`src/rtl/bsel_pkg.sv`:
```
package bsel_pkg;
  // Width of a counter that must hold values 0..limit.
  function automatic int cnt_width(input int limit);
    return (limit < 2) ? 1 : $clog2(limit + 1);
  endfunction

  // Next cell choice while alternation is enabled: 0 = cell 1, 1 = cell 2.
  function automatic logic alt_next(input logic cur, input logic up, input logic down);
    return cur ? ~down : up;
  endfunction
endpackage

```
`src/rtl/bsel_alternator.sv`:
```
module bsel_alternator
  import bsel_pkg::*;
(
  input  logic clk,
  input  logic rst_n,
  input  logic below_pfd,
  input  logic below_so,
  input  logic c2_gt_c1,
  input  logic c1_gt_c2,
  output logic sel
);
  logic alt_en;
  assign alt_en = below_pfd & below_so;

  always_ff @(posedge clk) begin
    if (!rst_n)       sel <= 1'b0;
    else if (!alt_en) sel <= 1'b0;
    else              sel <= alt_next(sel, c2_gt_c1, c1_gt_c2);
  end
endmodule

```
`src/rtl/bsel_iso_detect.sv`:
```
module bsel_iso_detect
  import bsel_pkg::*;
#(
  parameter int QUAL_TICKS = 70
) (
  input  logic clk,
  input  logic rst_n,
  input  logic tick,
  input  logic below_pfd,
  input  logic below_so,
  input  logic ce_mid,
  input  logic ce_high,
  output logic in_win,
  output logic iso_cmd
);
  localparam int CW = cnt_width(QUAL_TICKS);
  localparam logic [CW-1:0] LIMIT = CW'(QUAL_TICKS);

  logic [CW-1:0] cnt;
  logic          qual_q;
  logic          bad_q;
  logic          so_d;
  logic          so_rise;
  logic          cnt_full;

  assign in_win   = below_pfd & ~below_so;
  assign so_rise  = below_so & ~so_d;
  assign cnt_full = (cnt == LIMIT);
  assign iso_cmd  = so_rise & below_pfd & qual_q & ~bad_q;

  always_ff @(posedge clk) begin
    if (!rst_n) so_d <= 1'b0;
    else        so_d <= below_so;
  end

  always_ff @(posedge clk) begin
    if (!rst_n || !below_pfd) begin
      cnt    <= '0;
      qual_q <= 1'b0;
      bad_q  <= 1'b0;
    end else if (in_win) begin
      if (ce_high) bad_q <= 1'b1;
      if (!ce_mid) begin
        cnt <= '0;
      end else if (tick && !cnt_full) begin
        cnt <= cnt + 1'b1;
        if (cnt + 1'b1 == LIMIT) qual_q <= 1'b1;
      end
    end else begin
      cnt <= '0;
    end
  end
endmodule

```
`src/rtl/cell_backup_sel.sv`:
```
module cell_backup_sel #(
  parameter int QUAL_TICKS = 70
) (
  input  logic clk,
  input  logic rst_n,
  input  logic tick,
  input  logic below_pfd,
  input  logic below_so,
  input  logic c2_gt_c1,
  input  logic c1_gt_c2,
  input  logic cell_attach,
  input  logic ce_mid,
  input  logic ce_high,
  output logic main_en,
  output logic cell1_on,
  output logic cell2_on,
  output logic sel_c2,
  output logic bat_link
);
  logic sel;
  logic in_win;
  logic iso_cmd;
  logic iso_q;
  logic feed_ok;

  bsel_alternator u_alt (
    .clk       (clk),
    .rst_n     (rst_n),
    .below_pfd (below_pfd),
    .below_so  (below_so),
    .c2_gt_c1  (c2_gt_c1),
    .c1_gt_c2  (c1_gt_c2),
    .sel       (sel)
  );

  bsel_iso_detect #(.QUAL_TICKS(QUAL_TICKS)) u_iso (
    .clk       (clk),
    .rst_n     (rst_n),
    .tick      (tick),
    .below_pfd (below_pfd),
    .below_so  (below_so),
    .ce_mid    (ce_mid),
    .ce_high   (ce_high),
    .in_win    (in_win),
    .iso_cmd   (iso_cmd)
  );

  always_ff @(posedge clk) begin
    if (!rst_n)                        iso_q <= 1'b0;
    else if (cell_attach && below_pfd) iso_q <= 1'b1;
    else if (!below_pfd)               iso_q <= 1'b0;
    else if (iso_cmd)                  iso_q <= 1'b1;
  end

  assign feed_ok  = below_so & ~iso_q & ~iso_cmd;
  assign main_en  = ~below_so;
  assign cell1_on = feed_ok & ~sel;
  assign cell2_on = feed_ok & sel;
  assign sel_c2   = sel;
  assign bat_link = ~iso_q;
endmodule

```
`config.mk`:
```
export PLATFORM = sky130hd
export DESIGN_NAME = cell_backup_sel
export DESIGN_NICKNAME = d
export VERILOG_FILES = /design/src/rtl/bsel_pkg.sv /design/src/rtl/bsel_alternator.sv /design/src/rtl/bsel_iso_detect.sv /design/src/rtl/cell_backup_sel.sv
export SDC_FILE = /design/constraint.sdc
export NUM_CORES = 1
export LEC_CHECK = 0
export CAP_MARGIN = 20
export CORE_MARGIN = 2
export CORE_UTILIZATION = 40
export CTS_CLUSTER_SIZE = 8
export DETAILED_ROUTE_END_ITERATION = 12
export GPL_ROUTABILITY_DRIVEN = 0
export PLACE_DENSITY = 0.72
export RECOVER_POWER = 100
export SYNTH_ARGS = -nofsm -noshare
export SYNTH_HDL_FRONTEND = slang
export SYNTH_SLANG_ARGS = --single-unit
```
`constraint.sdc`:
```
create_clock -name clk -period 1.5 [get_ports clk]
set_input_delay 0.15 -clock clk [delete_from_list [all_inputs] [get_ports clk]]
set_output_delay 0.15 -clock clk [all_outputs]
set_load 0.1 [all_outputs]
```
==> impl_metrics.json <==
{
  "clock_sinks": 12,
  "core-area_um2": 1540,
  "synth-seq-cells": 12,
  "final_cells": 114,
  "synth-simple-area-share": 0.279,
  "place_hpwl_mm": 1.14,
  "cts_tree": "yes",
  "grt_start_max_net_pins": 10,
  "syn_area_per_cell_um2": 8.63,
  "power_mw": 0.715,
  "clock_latency_ns": 0.28,
  "p_per_area_nw_per_um2": 762,
  "grt_remaining_overflow": 0,
  "critPathMaxFanout": 3,
  "synth_top_family_by_area": "simple AND/OR/NAND/NOR gates",
  "wire_per_inst_um": 13.5,
  "rsz0062_at_grt": "yes",
  "synth-xor-area-share": 0.0781,
  "hold_depth": 3,
  "worst-endpoint-required_ns": 1.35,
  "clock_path_buffers": 2,
  "die_w_um": 45.0,
  "area_growth_pct": 39.4,
  "fmax_mhz": 669,
  "synth.distinct_cells": 32,
  "antenna_found_initial": 0,
  "start_kind": "flip-flop",
  "dp.cells": 110,
  "die_h_um": 45.0,
  "hold_violations": 0,
  "synthAdderAreaFrac": 0.0558,
  "initial_core_util": 0.437,
  "r2r_cells": 4,
  "ios": 15,
  "dieArea_um2": 2030,
  "timing.final.ws_setup_ns": 0.00427,
  "setup_violations": 0,
  "synth.area.mux_share": 0,
  "hp-start": "cell_attach",
  "vias_per_cell": 5.43,
  "drt_first_pass_iters": 4,
  "cts-htree-levels": 1,
  "cts.hold.buffers_added": 0,
  "maxCapViolations": 0,
  "final_cell_mix": "8 x nor2_1, 8 x dfxtp_1, 7 x clkdlybuf4s50_1",
  "worst-setup-path-type": "reg2out",
  "cts_root_buf": "clkbuf_4",
  "diodes": 0,
  "synth-warning-count": 0,
  "hp-class": "in2reg",
  "finish.net_count": 112,
  "wl_mm": 1.54,
  "leakage_nw": 0.328,
  "synth_compound_area_frac": 0.164,
  "ys_seq_area_frac": 0.357,
  "fin_crit_sh": 0.997,
  "rows": 14,
  "clock_skew_ns": 0.00263,
  "syn_inst": 78,
  "arrival_ns": 1.35,
  "fillCellCount": 138,
  "numCtsBuffers": 3,
  "drcViolationCount": 0,
  "setup.worst_path.end_class": "output pin",
  "hold_ws_ns": 0.489,
  "dp_slack_ns": 0.0364,
  "drt_iter0_drc": 15,
  "grt_pass1_wl_mm": 2.55,
  "outcome": "finished clean",
  "worst_pin_slew_ns": 0.563,
  "whs_endpoint": "iso_q$_SDFFE_PN0P_",
  "ir_drop_mv": 0.514,
  "via_count": 619,
  "relSlewSlack": 0.626,
  "drv_slew": 0,
  "ant_nets": 0,
  "port_buffers": 14,
  "synth_area_um2": 673,
  "clk_pin_slew_ns": 0.08,
  "layout-drive-gt1-share": 0.214,
  "period_needed_ns": 1.50,
  "syn_nets": 91,
  "grt_use_total": 0.178,
  "r2r-start": "u_iso.cnt[3]$_SDFFE_PP0N_",
  "rrSetupSlack_ns": 0.07,
  "r2r-end": "u_iso.qual_q$_SDFFE_PP0P_",
  "setup-tns-final_ns": 0,
  "grt_pass1_vias": 567
}
==> worst max path at each step <==
stage / slack, ns / to / cells after the start / startpoint
detailed placement: 0.04 / cell2_on / 3 / below_pfd
global placement: 0.03 / u_iso.qual_q$_SDFFE_PP0P_ / 5 / below_so
CTS: 0.002 / cell2_on / 3 / u_iso.qual_q$_SDFFE_PP0P_
finish: 0.004 / cell2_on / 3 / u_iso.qual_q$_SDFFE_PP0P_
floorplan: -0.46 / cell1_on / 2 / below_so
global route: -0.05 / cell2_on / 3 / u_iso.qual_q$_SDFFE_PP0P_
==> per-layer routing <==
metal  up-vias  wire [um]  track usage
li1        319          -            -
met1       288        797        0.249
met2        10        639        0.246
met3         2         95       0.0760
met4         0         11       0.0529
met5         -          0            0
==> worst max-delay path, stage by stage (launching register included) <==
cell	delay, ns
dfxtp_2	0.33
nor3b_4	0.17
a2111oi_4	0.35
buf_12	0.22
==> layout make-up <==
| type | count | area (um2) | area share |
|---|---|---|---|
| multi-input combinational | 57 | 429 | 0.457 |
| timing repair buffer | 18 | 179 | 0.191 |
| inverter | 7 | 26.3 | 0.0280 |
| tap | 16 | 20.0 | 0.0213 |
| clock buffer | 4 | 36.3 | 0.0387 |
| sequential | 12 | 248 | 0.264 |
==> state kept, by name, indices dropped and copies added, names as in the netlist <==
signal        cells
u_iso.bad_q       1
u_alt.sel         1
u_iso.cnt         7
u_iso.qual_q      1
iso_q             1
u_iso.so_d        1
==> kinds of logic after synthesis <==
logic type                 after synthesis
DFF                                     12
AOI/OAI and AO/OA                       16
xor gates and xnor gates                 6
buffers and inverters                    9
and+or+nand+nor                         32
adders and majority gates                3
==> synth_stat cells (all sizes together) <==
cell     count  share of area
a2111oi      2          0.026
a211o        1          0.013
a211oi       2          0.022
a21oi        4          0.030
a31oi        1         0.0093
and2         2          0.019
and2b        1          0.011
and3         2          0.026
and4         1          0.017
buf          2          0.028
dfxtp       12           0.36
ha           3          0.056
inv          7          0.039
nand2        2          0.011
nand2b       1         0.0093
nand3        4          0.030
nand4        4          0.037
nand4b       1          0.013
nand4bb      1          0.017
nor2         8          0.045
nor3         2          0.015
nor3b        1          0.011
o211ai       1          0.011
o21a         1          0.011
o21ai        3          0.022
o31ai        1          0.019
or3          2          0.019
xnor2        1          0.013
xor2         5          0.065
==> per-stage QoR <==
stage / utilization / cell area (um2)
6_report: 0.609 / 938
5_1_grt: 0.609 / 938
4_1_cts: 0.637 / 982
3_5_place_dp: 0.607 / 936
3_3_place_gp: 0.607 / 936
2_1_floorplan: - / 714
==> timing repair <==
action	CTS	global route
pin swaps	2	0
buffers inserted	0	0
endpoints found under the setup margin	2	6
hold endpoints to repair	0	0
gates resized for setup	3	3
==> power breakdown <==
group / switching, mW / internal (mW) / leakage (nW) / total (mW)
Combinational: 0.0739 / 0.0476 / 0.207 / 0.121
Clock: 0.116 / 0.148 / 0.0210 / 0.264
Sequential: 0.00715 / 0.322 / 0.0996 / 0.330
Note: power is estimated with default switching activity, not from simulation.
